### config.mk
export PLATFORM = sky130hd
export DESIGN_NAME = pwm_duty_extract
export DESIGN_NICKNAME = d
export VERILOG_FILES = /design/src/rtl/pwmx_pkg.sv /design/src/rtl/pwmx_sync.sv /design/src/rtl/pwmx_meter.sv /design/src/rtl/pwmx_divider.sv /design/src/rtl/pwmx_filter.sv /design/src/rtl/pwm_duty_extract.sv
export SDC_FILE = /design/constraint.sdc
export NUM_CORES = 1
export LEC_CHECK = 0
export BUFFER_PORTS_ARGS = -buffer_cell sky130_fd_sc_hd__buf_2
export CAP_MARGIN = 5
export CORE_ASPECT_RATIO = 0.5
export CORE_MARGIN = 2
export CORE_UTILIZATION = 43
export DETAILED_ROUTE_END_ITERATION = 16
export GPL_TIMING_DRIVEN = 0
export PLACE_DENSITY_LB_ADDON = 0.1
export SKIP_CTS_REPAIR_TIMING = 1
export SLEW_MARGIN = 25
export SYNTH_ARGS = -nofsm -noshare
export SYNTH_HDL_FRONTEND = slang
export SYNTH_SLANG_ARGS = --single-unit
### constraint.sdc
create_clock -name clk -period 3.2 [get_ports clk]
set_input_delay 0.64 -clock clk [delete_from_list [all_inputs] [get_ports clk]]
set_output_delay 0.64 -clock clk [all_outputs]
set_load 0.05 [all_outputs]
### src/rtl/pwmx_pkg.sv
package pwmx_pkg;
  typedef logic [7:0] code_t;
  localparam code_t CODE_FULL = 8'hFF;
  localparam code_t CODE_ZERO = 8'h00;
  localparam int QBITS = 9;

  // clamp a 9-bit quotient to the 8-bit code range
  function automatic code_t sat_code(input logic [QBITS-1:0] q);
    return (q > 9'd255) ? CODE_FULL : q[7:0];
  endfunction

  // code imposed when the pin has stopped toggling
  function automatic code_t forced_code(input logic lvl);
    return lvl ? CODE_FULL : CODE_ZERO;
  endfunction
endpackage

### src/rtl/pwmx_sync.sv
module pwmx_sync #(
  parameter int STAGES = 2
) (
  input  logic clk,
  input  logic rst_n,
  input  logic pin,
  output logic lvl,
  output logic lvl_prev,
  output logic rise,
  output logic fall
);
  logic [STAGES-1:0] chain;

  generate
    if (STAGES < 2) begin : g_single
      always_ff @(posedge clk) begin
        if (!rst_n) chain <= '0;
        else        chain <= pin;
      end
    end else begin : g_multi
      always_ff @(posedge clk) begin
        if (!rst_n) chain <= '0;
        else        chain <= {chain[STAGES-2:0], pin};
      end
    end
  endgenerate

  always_ff @(posedge clk) begin
    if (!rst_n) lvl_prev <= 1'b0;
    else        lvl_prev <= chain[STAGES-1];
  end

  assign lvl  = chain[STAGES-1];
  assign rise = lvl & ~lvl_prev;
  assign fall = ~lvl & lvl_prev;
endmodule

### src/rtl/pwmx_meter.sv
module pwmx_meter #(
  parameter int CNT_W   = 22,
  parameter int TIMEOUT = 1_000_000
) (
  input  logic             clk,
  input  logic             rst_n,
  input  logic             en,
  input  logic             lvl,
  input  logic             rise,
  input  logic             fall,
  output logic             meas_go,
  output logic [CNT_W-1:0] hi_len,
  output logic [CNT_W-1:0] per_len,
  output logic             stuck
);
  localparam logic [CNT_W-1:0] CNT_MAX = '1;
  localparam logic [CNT_W-1:0] TO_LIM  = CNT_W'(TIMEOUT);

  logic [CNT_W-1:0] per_cnt, hi_cnt, idle_cnt;
  logic             armed;

  function automatic logic [CNT_W-1:0] sat_inc(input logic [CNT_W-1:0] v);
    return (v == CNT_MAX) ? v : v + CNT_W'(1);
  endfunction

  assign stuck   = en && (idle_cnt >= TO_LIM);
  assign meas_go = rise && armed && !stuck;
  assign hi_len  = hi_cnt;
  assign per_len = per_cnt;

  always_ff @(posedge clk) begin
    if (!rst_n || !en) begin
      per_cnt  <= '0;
      hi_cnt   <= '0;
      idle_cnt <= '0;
      armed    <= 1'b0;
    end else begin
      idle_cnt <= (rise || fall) ? '0 : sat_inc(idle_cnt);
      if (rise) begin
        per_cnt <= CNT_W'(1);
        hi_cnt  <= CNT_W'(1);
      end else begin
        per_cnt <= sat_inc(per_cnt);
        if (lvl) hi_cnt <= sat_inc(hi_cnt);
      end
      if (rise)       armed <= 1'b1;
      else if (stuck) armed <= 1'b0;
    end
  end

  // a closed period always has at least one low cycle
  p_high_below_period_r2: assert property (@(posedge clk) disable iff (!rst_n)
    meas_go |-> (hi_cnt < per_cnt));
  // any edge restarts the idle window
  p_edge_clears_idle_r5: assert property (@(posedge clk) disable iff (!rst_n)
    (rise || fall) |=> !stuck);
  // an idle span disarms measurement until the next rising edge
  p_idle_disarms_r6: assert property (@(posedge clk) disable iff (!rst_n)
    (stuck && !rise) |=> !meas_go);
endmodule

### src/rtl/pwmx_divider.sv
module pwmx_divider
  import pwmx_pkg::*;
#(
  parameter int CNT_W = 22
) (
  input  logic             clk,
  input  logic             rst_n,
  input  logic             en,
  input  logic             start,
  input  logic [CNT_W-1:0] num,
  input  logic [CNT_W-1:0] den,
  output logic             busy,
  output logic             done,
  output logic [QBITS-1:0] quot
);
  localparam int SW = $clog2(QBITS + 1);

  logic [CNT_W:0]   rem;
  logic [CNT_W-1:0] den_q;
  logic [QBITS-1:0] q;
  logic [SW-1:0]    left;
  logic             lead;
  logic [CNT_W+1:0] step_res;

  // one restoring step: compare, conditionally subtract, emit a quotient bit
  function automatic logic [CNT_W+1:0] div_step(input logic [CNT_W:0] r,
                                                 input logic [CNT_W-1:0] d,
                                                 input logic first_bit);
    logic [CNT_W:0] trial;
    logic           ge;
    trial = first_bit ? r : {r[CNT_W-1:0], 1'b0};
    ge    = (trial >= {1'b0, d});
    return {ge, ge ? (trial - {1'b0, d}) : trial};
  endfunction

  always_comb step_res = div_step(rem, den_q, lead);

  always_ff @(posedge clk) begin
    if (!rst_n || !en) begin
      rem   <= '0;
      den_q <= '0;
      q     <= '0;
      left  <= '0;
      lead  <= 1'b0;
      busy  <= 1'b0;
      done  <= 1'b0;
    end else begin
      done <= 1'b0;
      if (start && !busy) begin
        rem   <= {1'b0, num};
        den_q <= den;
        q     <= '0;
        left  <= SW'(QBITS);
        lead  <= 1'b1;
        busy  <= 1'b1;
      end else if (busy) begin
        rem  <= step_res[CNT_W:0];
        q    <= {q[QBITS-2:0], step_res[CNT_W+1]};
        lead <= 1'b0;
        left <= left - SW'(1);
        if (left == SW'(1)) begin
          busy <= 1'b0;
          done <= 1'b1;
        end
      end
    end
  end

  assign quot = q;

  // the high count never exceeds the period, so the quotient stays below 256
  p_quot_bound_r2: assert property (@(posedge clk) disable iff (!rst_n)
    done |-> (quot < 9'd256));
  // completion is a single-cycle event
  p_done_pulse_r3: assert property (@(posedge clk) disable iff (!rst_n)
    done |=> !done);
endmodule

### src/rtl/pwmx_filter.sv
module pwmx_filter
  import pwmx_pkg::*;
(
  input  logic             clk,
  input  logic             rst_n,
  input  logic             en,
  input  logic             done,
  input  logic [QBITS-1:0] quot,
  input  logic             stuck,
  input  logic             lvl_hold,
  output code_t            code,
  output logic             valid
);
  logic  pend;
  code_t raw;
  logic  adopt, pend_next;

  // adopt only on the second consecutive disagreement with the held code
  function automatic logic [1:0] hyst_decide(input code_t r, input code_t held,
                                             input logic pend_in);
    logic diff;
    diff = (r != held);
    return {diff && pend_in, diff && !pend_in};
  endfunction

  assign raw = sat_code(quot);
  assign {adopt, pend_next} = hyst_decide(raw, code, pend);

  always_ff @(posedge clk) begin
    if (!rst_n || !en) begin
      code  <= CODE_FULL;
      pend  <= 1'b0;
      valid <= 1'b0;
    end else begin
      valid <= 1'b0;
      if (stuck) begin
        code <= forced_code(lvl_hold);
        pend <= 1'b0;
      end else if (done) begin
        valid <= 1'b1;
        pend  <= pend_next;
        if (adopt) code <= raw;
      end
    end
  end

  // code only moves on a measurement, an idle timeout or disable
  p_hold_between_r4: assert property (@(posedge clk) disable iff (!rst_n)
    (en && !done && !stuck) |=> $stable(code));
  // a first disagreement never changes the code
  p_first_diff_ignored_r4: assert property (@(posedge clk) disable iff (!rst_n)
    (en && done && !stuck && !pend) |=> $stable(code));
  // idle timeout forces the code from the level that persisted
  p_idle_force_r5: assert property (@(posedge clk) disable iff (!rst_n)
    (en && stuck) |=> (code == forced_code($past(lvl_hold))));
  // disable returns full scale and silences the strobe
  p_disable_full_r9: assert property (@(posedge clk) disable iff (!rst_n)
    !en |=> (code == CODE_FULL && !valid));
endmodule

### src/rtl/pwm_duty_extract.sv
module pwm_duty_extract
  import pwmx_pkg::*;
#(
  parameter int CNT_W       = 22,
  parameter int TIMEOUT     = 1_000_000,
  parameter int SYNC_STAGES = 2
) (
  input  logic       clk,
  input  logic       rst_n,
  input  logic       pwm_in,
  input  logic       en,
  output logic [7:0] duty_code,
  output logic       duty_valid,
  output logic       no_edge
);
  logic             lvl, lvl_prev, rise, fall;
  logic             meas_go, stuck, div_busy, div_done;
  logic [CNT_W-1:0] hi_len, per_len;
  logic [QBITS-1:0] quot;
  code_t            code;

  pwmx_sync #(.STAGES(SYNC_STAGES)) u_sync (
    .clk(clk), .rst_n(rst_n), .pin(pwm_in),
    .lvl(lvl), .lvl_prev(lvl_prev), .rise(rise), .fall(fall)
  );

  pwmx_meter #(.CNT_W(CNT_W), .TIMEOUT(TIMEOUT)) u_meter (
    .clk(clk), .rst_n(rst_n), .en(en), .lvl(lvl), .rise(rise), .fall(fall),
    .meas_go(meas_go), .hi_len(hi_len), .per_len(per_len), .stuck(stuck)
  );

  pwmx_divider #(.CNT_W(CNT_W)) u_div (
    .clk(clk), .rst_n(rst_n), .en(en), .start(meas_go),
    .num(hi_len), .den(per_len),
    .busy(div_busy), .done(div_done), .quot(quot)
  );

  pwmx_filter u_filt (
    .clk(clk), .rst_n(rst_n), .en(en), .done(div_done), .quot(quot),
    .stuck(stuck), .lvl_hold(lvl_prev), .code(code), .valid(duty_valid)
  );

  assign duty_code = code;
  assign no_edge   = stuck;

  // a strobe is never raised while an idle timeout is being reported
  p_valid_not_idle_r3: assert property (@(posedge clk) disable iff (!rst_n)
    duty_valid |-> !$past(stuck));
  // a measurement starts only when the divider is free
  p_start_when_idle_r6: assert property (@(posedge clk) disable iff (!rst_n)
    (meas_go && !div_busy) |=> div_busy);
endmodule

# Word-level counts from Yosys, hierarchy flattened
# Index checks and enable logic that the tools add are counted.
# Widths: inputs -> output; s select.
# totals
out_inout_bits,10
inputBits,4
rom_bits,0
latchBits,0
reg_bits,141
ram_bits,0
n_memories,0
word_cells,92
# classes
bitwise_logic,6
mux,25
eq_ne,7
n_addsub,5
reduce_logical,26
n_mul,0
div_mod_pow,0
order_cmp,3
shift,0
# ops
operator,count
$add 22x1->22 const B,3
$eq 22x22->1 const B,3
$mux 23,2
$mux 22,2
$mux 8,5
$ge 23x22->1,1
$sub 23x22->23,1
$ge 22x20->1 const B,1
$mux 1,14
$reduce_bool 2->1,5
$gt 9x8->1 const B,1
$mux 4,2
$ne 8x8->1,1
$reduce_or 2->1,4
$logic_and 1x1->1,6
$reduce_and 2->1,3
$logic_not 1->1,5
$eq 4x1->1 const B,1
$ne 2x1->1 const B,2
$not 1->1,4
$sub 4x1->4 const B,1
$reduce_or 3->1,1
$and 1x1->1,2
$logic_or 1x1->1,2

# Depth between registers and ports, before layout
# Gate-level depths: netlist of the first run.
# depth
ltp_word,7
depth_mapped,15
mapped_depth_nobuf,13

# By module
# A second synthesis of the first run with hierarchy kept.
# unflattened
hier_cells,997
area_unflattened_um2,8328.0
# by_module_without_submodules
module,n_inst,area_per_inst_um2,cells_each
pwmx_divider,1,4102.7,507
pwmx_meter,1,3425.8,394
pwmx_filter,1,708.2,88
pwmx_sync,1,91.3,8

# Worst setup path before layout of the first run
# Ideal clock, no wire load.
# synth_timing
path_kind,register -> register
from,register u_div.lead
to,register u_div.rem[17]
setup_time_ns,0.133
arrival_time_ns,3.429
slack_ns,-0.361
synth_period_minus_slack_ns,3.561
path_stages_with_launch,14
cell_sequence,dfxtp_1 clkbuf_1 buf_1 mux2_2 ha_1 a21o_1 a211o_1 o21a_1 a31oi_4 o31ai_2 a31oi_4 buf_4 mux2i_1 a21oi_1
# synth_via
elab_chain_len,5
elab_cells_between_ends,6
# synth_lines
element,line,text
start: declaration,pwmx_divider.sv:22,logic lead;
start signal: assignment,pwmx_divider.sv:44,lead <= 1'b0;
start signal: assignment,pwmx_divider.sv:54,lead <= 1'b1;
start signal: assignment,pwmx_divider.sv:59,lead <= 1'b0;
$mux 23 *,pwmx_divider.sv:31,"trial = first_bit ? r : {r[CNT_W-1:0], 1'b0};"
$sub 23x22->23 or $ge 23x22->1 (tied branches),"pwmx_divider.sv:33, pwmx_divider.sv:32",
$mux 23 *,pwmx_divider.sv:33,"return {ge, ge ? (trial - {1'b0, d}) : trial};"
$mux 22 *,pwmx_divider.sv:56,end else if (busy) begin
$mux 22 *,pwmx_divider.sv:49,if (start && !busy) begin
end signal: assignment,pwmx_divider.sv:50,"rem <= {1'b0, num};"
end signal: assignment,pwmx_divider.sv:57,rem <= step_res[CNT_W:0];
end: declaration,pwmx_divider.sv:18,logic [CNT_W:0] rem;
# Mark *: on every way between the ends. The rest lies on a longest branch, timed or not. The select of a mux whose other input is x is not followed.
# A chain may end at the register's enable or synchronous reset.

# Worst setup path in the final report of the first run
# Same ends and word-level chain as after synthesis.

==> reports/metrics.csv, run 1 <==
stage;metric;value;unit
run_status;status;complete, but fails checks;
run_status;violations in the final reports;setup timing;
logic_synthesis;area fraction of the dominant cell type after synthesis;36.36;%
logic_synthesis;count of distinct cell types in the synthesized netlist;60;
place;weighted congestion reported at the end of routability-driven placement;0.8584;
detailed_routing;post-detailed-route via-to-cell ratio;5.446;
power_and_ir_drop;Leakage;3.375;nW
place;DP Worst Slack;-0.5216;ns
worst_setup_path;Worst Path Class, Setup;flop to flop;
floorplan;core region area;0.01753;sq mm
layout;Post-layout nets;1032;
logic_synthesis;EDFF count, synth;0;
sta;number of hold violations in the final report;0;
sta;clock skew after layout;0.009840;ns
worst_setup_path;Crit Reg-Reg Startpoint;u_div.lead;
clocking;clk_lat worst skew;0.43;ns
sta;final setup slack of the worst path;-0.04227;ns
worst_hold_path;worst hold stages;2;
global_route;wire length of the first global-routing pass;33640;microns
detailed_routing;number of remaining DRC errors;0;
global_route;maximum number of pins on one net before global-route repair;17;
layout;Final Instance Area;0.009285;sq mm
worst_setup_path;maximum net fanout on the critical path;10;
flow_run;number of violations of the max-capacitance limit;0;
worst_setup_path;Setup crit start kind;flop;
place;HPWL after DPL;15270;microns
power_and_ir_drop;Max rail drop VDD;0.3319;mV
sta;Final setup violation count;13;
place;Cell Area, Placed;0.008148;sq mm
sta;worst slew pin tran;0.8199;ns
worst_setup_path;path depth of the worst reg2reg path;14;
worst_setup_path;register-to-register setup slack;-0.04;ns
worst_hold_path;hold path start;pwm_in;
sta;final count of pins violating max slew;0;
layout;footprint of the flip-flops and latches;0.002824;sq mm
logic_synthesis;most area-consuming cells after synthesis;dfxtp_1 36%, xor2_1 6.0%, a21oi_1 5.5%;
worst_setup_path;Arrival @ worst endpoint;3.53;ns
floorplan;die height;99.02;microns
detailed_routing;uppermost layer routed;met4;
layout;area taken by multi-input logic gates;0.004941;sq mm
detailed_routing;drt initial violations;425;
clocking;number of sinks on the clock net;141;
layout;fraction of layout instances using a drive strength above 1;17.41;%
layout;number of diodes;0;
logic_synthesis;sequential area share after synthesis;36.36;%
clocking;clock root cell;clkbuf_16;
logic_synthesis;library cell occupying the most area in the post-synthesis netlist;dfxtp_1;
detailed_routing;Routed Antenna Nets;0;
layout;commonest cells after routing, fill and taps aside;140 x dfxtp_1, 106 x nor2_1, 98 x nand2_1;
global_route;Global Route Usage Sum;22.18;%
logic_synthesis;ys flop type;dfxtp_1;
detailed_routing;post-DR wirelength/cell;17.25;microns
logic_synthesis;synthesized area;0.007764;sq mm
sta;fin crit share;101.3;%
sta;worst relative slew slack;45.34;%
layout;Area growth syn-to-layout;19.60;%
logic_synthesis;net count after synthesis;979;
layout;number of filler instances in the final layout;1676;
global_route;antenna violations before repair;0;
floorplan;Die X;194.0;microns
detailed_routing;routed length on met1;10930;microns
worst_setup_path;Req. time, crit path;3.49;ns
detailed_routing;Pre-Repair DR Iteration Count;5;
detailed_routing;total length of routed wires;21370;microns
clocking;CTS Buffer Depth;2;
floorplan;Die ar.;0.01921;sq mm
floorplan;I/O pins;14;
worst_setup_path;sort of element at the end of the critical path;flop;
sta;RSZ-0062 raised after global routing;yes;
logic_synthesis;Avg Cell Area, Syn;8.242;sq um
detailed_routing;DR vias;6748;
clocking;TritonCTS clock tree;built;
logic_synthesis;share of async-settable or async-resettable flops after synthesis;0;%
logic_synthesis;count of yosys warnings during synthesis;0;
global_route;vias in the first global route;6250;
global_route;Overflow after GRT;0;
worst_setup_path;Worst R2R End;u_div.rem[17];
worst_setup_path;start point of the critical path;u_div.lead;
worst_hold_path;type of the worst min-delay path;primary input to flop;
floorplan;row count;34;
worst_hold_path;hold path endpoint;u_sync.chain[0];
detailed_routing;met2 WL;9203;microns
sta;peak clock frequency supported by timing;308.4;MHz
sta;Final min period;3.242;ns
logic_synthesis;number of synthesized register bits;141;
place;Port Buf Inserts;13;
detailed_routing;routed length on met3;952;microns
layout;most common cell after layout, fill and taps aside;dfxtp_1;
logic_synthesis;synthesized instance count;942;
clocking;clock slew at the register clock pins of the worst setup and hold paths;0.06;ns
clocking;Inserted Clock Buffers;17;
power_and_ir_drop;PwrDens;424.0;mW/mm^2
clocking;number of H-tree levels;4;
floorplan;initial core utilization;44.30;%
==> registers in the layout (all words and copies together) (netlist names), 2 cells and up <==
register and count:
u_div.left 4, u_div.rem 23, u_filt.code 8, u_div.den_q 22
u_meter.idle_cnt 22, u_meter.per_len 22, u_meter.hi_len 22, u_sync.chain 2
u_div.quot 9
==> worst max-delay path by stage <==
stage	endpoint	slack, ns	cells after the start
CTS	u_div.rem[6]	-0.55	13
finish	u_div.rem[17]	-0.04	14
floorplan	u_div.rem[16]	0.01	12
global route	u_div.rem[3]	-0.14	15
detailed placement	u_div.rem[13]	-0.52	14
global placement	u_div.rem[13]	-0.49	14
==> through the flow <==
stage	power, mW	hold WS (ns)	cells	util, %	setup TNS (ns)
6_report	3.937	0.4332	1239	52.98	-0.3005
5_1_grt	4.051	0.4286	1239	52.98	-2.443
4_1_cts	3.957	0.4265	1218	49.96	-11.88
3_5_place_dp	1.882	0.4317	1189	46.49	-11.32
3_3_place_gp	1.881	0.4310	1189	46.49	-11.14
2_1_floorplan	1.852	0.4118	942	-	0
==> report_power, final <==
part | total [mW] | internal [mW] | leakage [nW] | switching, mW
clock network | 2.09 | 1.31 | 0.290 | 0.778
logic | 0.0830 | 0.0225 | 1.95 | 0.0605
registers | 1.77 | 1.76 | 1.14 | 0.00526
total | 3.94 | 3.09 | 3.38 | 0.844
==> layer usage <==
metal  track usage, %  vias up
li1                 -     3400
met1            32.02     3207
met2            34.16      114
met3            3.696       27
met4            6.352        0
met5                0        -
==> worst max-delay path: stages, from the launching register on <==
cell     delay, ns
dfxtp_2       0.34
buf_8         0.14
buf_12        0.12
mux2_4        0.32
ha_4          0.27
a21o_4        0.24
a211o_1       0.22
o21a_2        0.25
a31oi_4       0.23
o31ai_4       0.14
a31oi_4       0.22
buf_6         0.15
buf_8         0.13
mux2i_1       0.22
a21oi_1       0.09
==> cell usage after synthesis (2+ instances only) <==
library cell    n
and2_1          6
a31oi_1         5
or3_1          13
nor2_1        111
o21a_1          2
nand3_1        33
a31oi_4         2
o21ai_0        40
nor3_1         18
buf_4           4
dfxtp_1       141
a211o_1         2
mux2_2         31
clkbuf_1       31
or2_2          13
inv_1          34
nor4_1          2
nand4b_1        2
and4_1          6
nand4_1        24
buf_2           5
o31a_1          4
a22o_1          4
nor2b_1        15
mux2i_1        21
ha_1           32
a21oi_1        85
nand2_1        99
o31ai_1         3
buf_1           3
xor2_1         53
a211oi_1       33
xnor2_1        20
a21o_1          7
and3_1          8
nand2b_1        6
==> final cells by class <==
class                      count  share of cell area, %
buffer                        42                  2.641
clock buffer                  18                  4.730
clock inverter                11                  1.833
inverter                      34                  1.374
multi-input combinational    724                  53.21
sequential                   141                  30.41
tap                          234                  3.153
timing repair buffer          35                  2.641
==> cell families after synthesis <==
group                    synth area share [%]
XOR/XNOR                                8.235
adder cells (fa/ha/maj)                 5.415
multiplexers                            7.204
flip-flops                              36.36
AO/OA/AOI/OAI                           16.63
AND/OR/NAND/NOR                         22.01
buffers and inverters                   4.142
Note: power is estimated with default switching activity, not from simulation.
==> inputs of run 2 (changes only) <==
Settings changed: REMOVE_ABC_BUFFERS set to 1.
==> reports/metrics.csv, run 2 (synthesis gave the netlist of run 1 again) <==
stage;metric;value;unit;change
worst_hold_path;hold path endpoint;u_sync.chain[0];;unchanged
sta;RSZ-0062 raised after global routing;yes;;unchanged
place;Port Buf Inserts;13;;unchanged
global_route;maximum number of pins on one net before global-route repair;69;;was 17
layout;footprint of the flip-flops and latches;0.002830;sq mm;was 0.002824 sq mm
layout;Layout Utilization;52.27;%;was 52.98%
floorplan;Die ar.;0.01921;sq mm;unchanged
detailed_routing;DR vias;6396;;was 6748
place;HPWL after DPL;11900;microns;was 15270 microns
run_status;violations in the final reports;setup timing;;unchanged
global_route;antenna violations before repair;0;;unchanged
flow_run;number of violations of the max-capacitance limit;0;;unchanged
power_and_ir_drop;Max rail drop VDD;0.4068;mV;was 0.3319 mV
sta;final hold slack;0.4203;ns;was 0.4332 ns
clocking;Inserted Clock Buffers;17;;unchanged
detailed_routing;post-detailed-route via-to-cell ratio;5.317;;was 5.446
global_route;Global Route Usage Sum;18.52;%;was 22.18%
floorplan;core region area;0.01753;sq mm;unchanged
global_route;vias in the first global route;5761;;was 6250
floorplan;die height;99.02;microns;unchanged
worst_setup_path;Worst R2R End;u_div.rem[2];;was u_div.rem[17]
worst_setup_path;register-to-register setup slack;-0.01;ns;was -0.04 ns
worst_hold_path;hold path start;pwm_in;;unchanged
layout;commonest cells after routing, fill and taps aside;139 x dfxtp_1, 108 x nor2_1, 94 x nand2_1;;was 140 x dfxtp_1, 106 x nor2_1, 98 x nand2_1
floorplan;row count;34;;unchanged
layout;number of diodes;0;;unchanged
sta;final setup slack of the worst path;-0.01173;ns;was -0.04227 ns
sta;number of hold violations in the final report;0;;unchanged
floorplan;I/O pins;14;;unchanged
worst_setup_path;Req. time, crit path;3.49;ns;about the same
sta;worst slew pin tran;0.7490;ns;was 0.8199 ns
sta;Final setup violation count;2;;was 13
clocking;TritonCTS clock tree;built;;unchanged
worst_setup_path;Worst Path Class, Setup;flop to flop;;unchanged
worst_setup_path;Setup crit start kind;flop;;unchanged
worst_hold_path;worst hold stages;2;;unchanged
sta;final count of pins violating max slew;0;;unchanged
detailed_routing;Routed Antenna Nets;0;;unchanged
floorplan;initial core utilization;44.30;%;unchanged
clocking;number of sinks on the clock net;141;;unchanged
detailed_routing;number of remaining DRC errors;0;;unchanged
power_and_ir_drop;PwrDens;419.9;mW/mm^2;was 424.0 mW/mm^2
worst_setup_path;path depth of the worst reg2reg path;14;;unchanged
global_route;Overflow after GRT;0;;unchanged
sta;clock skew after layout;0.01284;ns;was 0.009840 ns
sta;Final min period;3.212;ns;was 3.242 ns
layout;Post-layout nets;993;;was 1032
detailed_routing;drt initial violations;347;;was 425
layout;Area growth syn-to-layout;18.00;%;was 19.60%
layout;fraction of layout instances using a drive strength above 1;17.34;%;was 17.41%
global_route;wire length of the first global-routing pass;28860;microns;was 33640 microns
clocking;CTS Buffer Depth;2;;unchanged
worst_hold_path;type of the worst min-delay path;primary input to flop;;unchanged
layout;flip-flop count of the largest register after layout;23;;unchanged
power_and_ir_drop;Leakage;3.330;nW;was 3.375 nW
detailed_routing;post-DR wirelength/cell;14.96;microns;was 17.25 microns
layout;area taken by multi-input logic gates;0.004910;sq mm;was 0.004941 sq mm
layout;most common cell after layout, fill and taps aside;dfxtp_1;;unchanged
run_status;status;complete, but fails checks;;unchanged
worst_setup_path;Crit Reg-Reg Startpoint;u_div.lead;;unchanged
layout;register with the highest flop count;u_div.rem;;unchanged
detailed_routing;Pre-Repair DR Iteration Count;5;;unchanged
place;weighted congestion reported at the end of routability-driven placement;0.8830;;was 0.8584
sta;fin crit share;100.4;%;was 101.3%
clocking;clk_lat worst skew;0.43;ns;about the same
clocking;clock root cell;clkbuf_16;;unchanged
clocking;clock slew at the register clock pins of the worst setup and hold paths;0.07;ns;was 0.06 ns
worst_setup_path;maximum net fanout on the critical path;8;;was 10
clocking;number of H-tree levels;4;;unchanged
sta;Fin Setup TNS;-0.01451;ns;was -0.3005 ns
sta;peak clock frequency supported by timing;311.4;MHz;was 308.4 MHz
worst_setup_path;sort of element at the end of the critical path;flop;;unchanged
floorplan;Die X;194.0;microns;unchanged
layout;number of filler instances in the final layout;1639;;was 1676
worst_setup_path;Arrival @ worst endpoint;3.50;ns;was 3.53 ns
detailed_routing;total length of routed wires;18000;microns;was 21370 microns
sta;worst relative slew slack;49.42;%;was 45.34%
## run 2: final cells by class
type,instances,share of cell area [%]
multi-input combinational,723,53.59
clock inverter,14,1.694
clock buffer,18,4.794
inverter,34,1.393
tap,234,3.196
timing repair buffer,39,4.439
sequential,141,30.89
## run 2: metrics by stage
| step | cell area (sq um) | setup slack [ns] | power (mW) | cells |
|---|---|---|---|---|
| CTS | 8643 | -0.7002 | 3.888 | 1181 |
| global route | 9161 | -0.1409 | 3.980 | 1203 |
| floorplan | 7570 | -0.7413 | 1.845 | 898 |
| global placement | 7928 | -1.511 | 1.869 | 1145 |
| finish | 9161 | -0.01173 | 3.847 | 1203 |
| detailed placement | 8049 | -0.6997 | 1.879 | 1149 |
## run 2: worst max-delay path by stage
stage	end	slack [ns]	from
after floorplan	u_div.rem[16]	-0.74	u_div.lead
after global placement	u_div.rem[16]	-1.51	u_div.lead
after detailed placement	u_div.rem[10]	-0.70	u_div.lead
after CTS	u_div.rem[10]	-0.70	u_div.lead
after global routing	u_div.rem[16]	-0.14	u_div.lead
final	u_div.rem[2]	-0.01	u_div.lead
## run 2: critical path: stages, from the launching register on
cell	delay [ns]
dfxtp_4	0.37
buf_12	0.13
mux2_4	0.32
ha_4	0.24
a21o_1	0.21
a211o_1	0.28
o21a_2	0.26
a31oi_4	0.27
o31ai_4	0.12
a31oi_4	0.34
buf_6	0.15
buf_6	0.12
nor2_1	0.06
a21oi_1	0.12
a211oi_1	0.08
## run 2: report_power, final
group,switching [mW],internal [mW],leakage [nW]
registers,0.00585,1.76,1.14
clock network,0.883,1.12,0.282
logic,0.0523,0.0257,1.91
total,0.941,2.91,3.33
## run 2: routing by layer
metal	GRT usage, %	up-vias	routed length, microns
li1	-	3335	-
met1	26.61	2963	9662
met2	27.87	80	7626
met3	3.628	18	502
met4	6.119	0	208
met5	0	-	0
==> inputs of run 3 (changes only) <==
Settings changed: ABC_AREA set to 1, CELL_PAD_IN_SITES_DETAIL_PLACEMENT set to 0, CELL_PAD_IN_SITES_GLOBAL_PLACEMENT set to 1, CORE_UTILIZATION 43 to 41.
==> reports/metrics.csv, run 3 <==
stage;metric;value;unit;change
run_status;status;finished clean;;was complete, but fails checks
logic_synthesis;number of synthesized register bits;141;;unchanged
clocking;clock root cell;clkbuf_16;;unchanged
worst_setup_path;Setup crit start kind;flop;;unchanged
layout;Post-layout nets;1421;;was 993
global_route;vias in the first global route;7912;;was 5761
power_and_ir_drop;Final Power;4.064;mW;was 3.847 mW
layout;flip-flop count of the largest register after layout;23;;unchanged
worst_setup_path;dominant delay contributor by cell family on the critical path;simple AND/OR/NAND/NOR gates;;was compound AO/OA/AOI/OAI gates
worst_setup_path;number of buffers and inverters on the critical path;4;;was 3
floorplan;Die ar.;0.02251;sq mm;was 0.01921 sq mm
logic_synthesis;library cell occupying the most area in the post-synthesis netlist;dfxtp_1;;unchanged
global_route;maximum number of pins on one net before global-route repair;57;;was 69
sta;final count of pins violating max slew;0;;unchanged
worst_setup_path;stage delay of the slowest cell on the critical path;0.39;ns;was 0.37 ns
worst_setup_path;cell at the slowest stage of the critical path;ha_2;;was dfxtp_4
global_route;Global Route Usage Sum;23.56;%;was 18.52%
place;weighted congestion reported at the end of routability-driven placement;0.9845;;was 0.8830
clocking;clk_lat worst skew;0.44;ns;was 0.43 ns
worst_setup_path;Req. time, crit path;3.53;ns;was 3.49 ns
logic_synthesis;area fraction of the dominant cell type after synthesis;32.40;%;was 36.36%
power_and_ir_drop;internal power;3.158;mW;was 2.906 mW
sta;peak clock frequency supported by timing;328.6;MHz;was 311.4 MHz
sta;clock skew after layout;0.006900;ns;was 0.01284 ns
logic_synthesis;most common cell in the synthesized netlist;nand2_1;;was dfxtp_1
clocking;clock slew at the register clock pins of the worst setup and hold paths;0.06;ns;was 0.07 ns
worst_setup_path;crit path capture;u_div.rem[16];;was u_div.rem[2]
logic_synthesis;most area-consuming cells after synthesis;dfxtp_1 32%, nand2_1 16%, inv_1 9.4%;;was dfxtp_1 36%, xor2_1 6.0%, a21oi_1 5.5%
worst_setup_path;Worst R2R End;u_div.rem[16];;was u_div.rem[2]
logic_synthesis;ys flop type;dfxtp_1;;unchanged
detailed_routing;number of remaining DRC errors;0;;unchanged
worst_hold_path;worst hold stages;3;;was 2
power_and_ir_drop;Clk pwr share;53.2;%;was 52.1%
power_and_ir_drop;net switching power figure;0.9060;mW;was 0.9407 mW
logic_synthesis;sequential area share after synthesis;32.40;%;was 36.36%
worst_setup_path;ordered cell list for the critical path;inv_4 > or2_2 > o21ai_0 > inv_1 > ha_2 > nand2_1 > nor2_2 > nand4_1 > nor2_2 > nor2_4 > nand2_8 > nor2_4 > buf_4 > nand2_1 > nand3b_1 > nand2_1 > inv_1;;was buf_12 > mux2_4 > ha_4 > a21o_1 > a211o_1 > o21a_2 > a31oi_4 > o31ai_4 > a31oi_4 > buf_6 > buf_6 > nor2_1 > a21oi_1 > a211oi_1
place;HPWL after DPL;19230;microns;was 11900 microns
floorplan;I/O pins;14;;unchanged
layout;number of filler instances in the final layout;2175;;was 1639
clocking;number of H-tree levels;4;;unchanged
floorplan;initial core utilization;42.11;%;was 44.30%
power_and_ir_drop;Leakage;4.396;nW;was 3.330 nW
sta;Final setup violation count;0;;was 2
flow_run;number of violations of the max-capacitance limit;0;;unchanged
power_and_ir_drop;PwrDens;416.4;mW/mm^2;was 419.9 mW/mm^2
sta;worst slew pin tran;1.034;ns;was 0.7490 ns
global_route;Overflow after GRT;0;;unchanged
worst_setup_path;start point of the critical path;u_div.lead;;unchanged
sta;fin crit share;95.10;%;was 100.4%
floorplan;Die X;210.2;microns;was 194.0 microns
layout;register with the highest flop count;u_div.rem;;unchanged
layout;area taken by multi-input logic gates;0.004977;sq mm;was 0.004910 sq mm
detailed_routing;total length of routed wires;26070;microns;was 18000 microns
sta;final hold slack;0.3884;ns;was 0.4203 ns
logic_synthesis;top cell types by occurrence after synthesis;363 x nand2_1, 218 x inv_1, 141 x dfxtp_1, 117 x nor2_1, 107 x o21ai_0;;was 141 x dfxtp_1, 111 x nor2_1, 99 x nand2_1, 85 x a21oi_1, 53 x xor2_1
clocking;number of sinks on the clock net;141;;unchanged
worst_setup_path;sort of element at the end of the critical path;flop;;unchanged
layout;Area growth syn-to-layout;12.02;%;was 18.00%
global_route;antenna violations before repair;1;;was 0
power_and_ir_drop;Max rail drop VDD;0.2079;mV;was 0.4068 mV
detailed_routing;DR vias;8711;;was 6396
worst_hold_path;type of the worst min-delay path;primary input to flop;;unchanged
power_and_ir_drop;combinational share of power;3.3;%;was 2.0%
logic_synthesis;synthesized instance count;1380;;was 942
sta;number of hold violations in the final report;0;;unchanged
detailed_routing;Routed Antenna Nets;0;;unchanged
logic_synthesis;count of distinct cell types in the synthesized netlist;34;;was 60
floorplan;die height;107.1;microns;was 99.02 microns
power_and_ir_drop;switching power as a share of total power;22.29;%;was 24.45%
clocking;CTS Buffer Depth;2;;unchanged
worst_setup_path;Crit Reg-Reg Startpoint;u_div.lead;;unchanged
worst_setup_path;register-to-register setup slack;0.16;ns;was -0.01 ns
detailed_routing;drt initial violations;764;;was 347
power_and_ir_drop;fraction of power consumed by sequential logic;43.5;%;was 45.8%
floorplan;row count;37;;was 34
logic_synthesis;EDFF count, synth;0;;unchanged
logic_synthesis;synthesized area;0.008713;sq mm;was 0.007764 sq mm
place;Port Buf Inserts;13;;unchanged
global_route;wire length of the first global-routing pass;41180;microns;was 28860 microns
detailed_routing;post-detailed-route via-to-cell ratio;5.213;;was 5.317
clocking;Inserted Clock Buffers;17;;unchanged
logic_synthesis;count of yosys warnings during synthesis;0;;unchanged
detailed_routing;Pre-Repair DR Iteration Count;5;;unchanged
logic_synthesis;Avg Cell Area, Syn;6.314;sq um;was 8.242 sq um
layout;most common cell after layout, fill and taps aside;nand2_1;;was dfxtp_1
layout;footprint of the flip-flops and latches;0.002828;sq mm;was 0.002830 sq mm
worst_setup_path;maximum net fanout on the critical path;16;;was 8
sta;RSZ-0062 raised after global routing;no;;was yes
clocking;TritonCTS clock tree;built;;unchanged
logic_synthesis;share of async-settable or async-resettable flops after synthesis;0;%;unchanged
detailed_routing;post-DR wirelength/cell;15.60;microns;was 14.96 microns
worst_setup_path;Worst Path Class, Setup;flop to flop;;unchanged
sta;Final min period;3.043;ns;was 3.212 ns
worst_setup_path;Arrival @ worst endpoint;3.38;ns;was 3.50 ns
layout;commonest cells after routing, fill and taps aside;359 x nand2_1, 216 x inv_1, 139 x dfxtp_1;;was 139 x dfxtp_1, 108 x nor2_1, 94 x nand2_1
floorplan;core region area;0.02069;sq mm;was 0.01753 sq mm
worst_setup_path;Top cell by count, worst path;nand2_1;;
sta;worst relative slew slack;30.88;%;was 49.42%
worst_setup_path;Levels on crit path;17;;was 14
worst_setup_path;path depth of the worst reg2reg path;17;;was 14
layout;fraction of layout instances using a drive strength above 1;6.156;%;was 17.34%
-- run 3: per-layer routing --
layer	wire length, microns	vias to the layer above	GRT usage (%)
met2	10170	225	33.63
met4	321	0	6.788
met5	0	-	0
met3	1938	26	7.206
li1	-	4447	-
met1	13640	4013	33.78
-- run 3: cells by family after synthesis --
group                      count (synthesis)  synth area share (%)
xor gates and xnor gates                  48                 4.825
buffers and inverters                    261                 11.55
muxes                                      1                0.1149
DFF                                      141                 32.40
and+or+nand+nor                          666                 32.58
AOI/OAI and AO/OA                        230                 13.71
adders and majority gates                 33                 4.825
-- run 3: final cells by class --
cell class	instances	area share, %
multi-input cells	980	50.99
diodes	1	0.02564
flip-flops and latches	141	28.97
repair buffers	22	1.372
inverters	222	8.627
well taps	273	3.500
clock buffers	22	4.858
clock inverters	10	1.654
-- run 3: how the worst min path moves through the flow --
| stage | slack, ns | end | start |
|---|---|---|---|
| floorplan | 0.39 | u_sync.chain[1] | u_sync.chain[0] |
| global placement | 0.40 | u_sync.chain[1] | u_sync.chain[0] |
| detailed placement | 0.40 | u_sync.chain[1] | u_sync.chain[0] |
| CTS | 0.35 | u_sync.chain[0] | pwm_in |
| global route | 0.36 | u_sync.chain[0] | pwm_in |
| finish | 0.39 | u_sync.chain[0] | pwm_in |
-- run 3: stage by stage --
step	TNS (ns)	worst slack (ns)	util [%]	cell area [sq um]	instances
2_1_floorplan	-0.2284	-0.05710	-	8541	1341
3_3_place_gp	-110.99	-1.841	43.24	8947	1627
3_5_place_dp	-43.78	-1.446	43.37	8975	1628
4_1_cts	-30.43	-1.461	46.44	9610	1660
5_1_grt	0	0.01669	47.16	9758	1670
6_report	0	0.1568	47.17	9761	1671
-- run 3: tightest hold or removal path, cell delays in order --
cell	delay (ns)
buf_2	0.07
nand2_1	0.04
inv_1	0.04
-- run 3: power groups by stage --
stage	combinational, mW	clock (mW)	sequential, mW
floorplan	0.0767	0	1.80
global placement	0.120	0	1.81
detailed placement	0.121	0	1.81
CTS	0.121	2.22	1.77
global route	0.150	2.29	1.77
finish	0.134	2.16	1.77
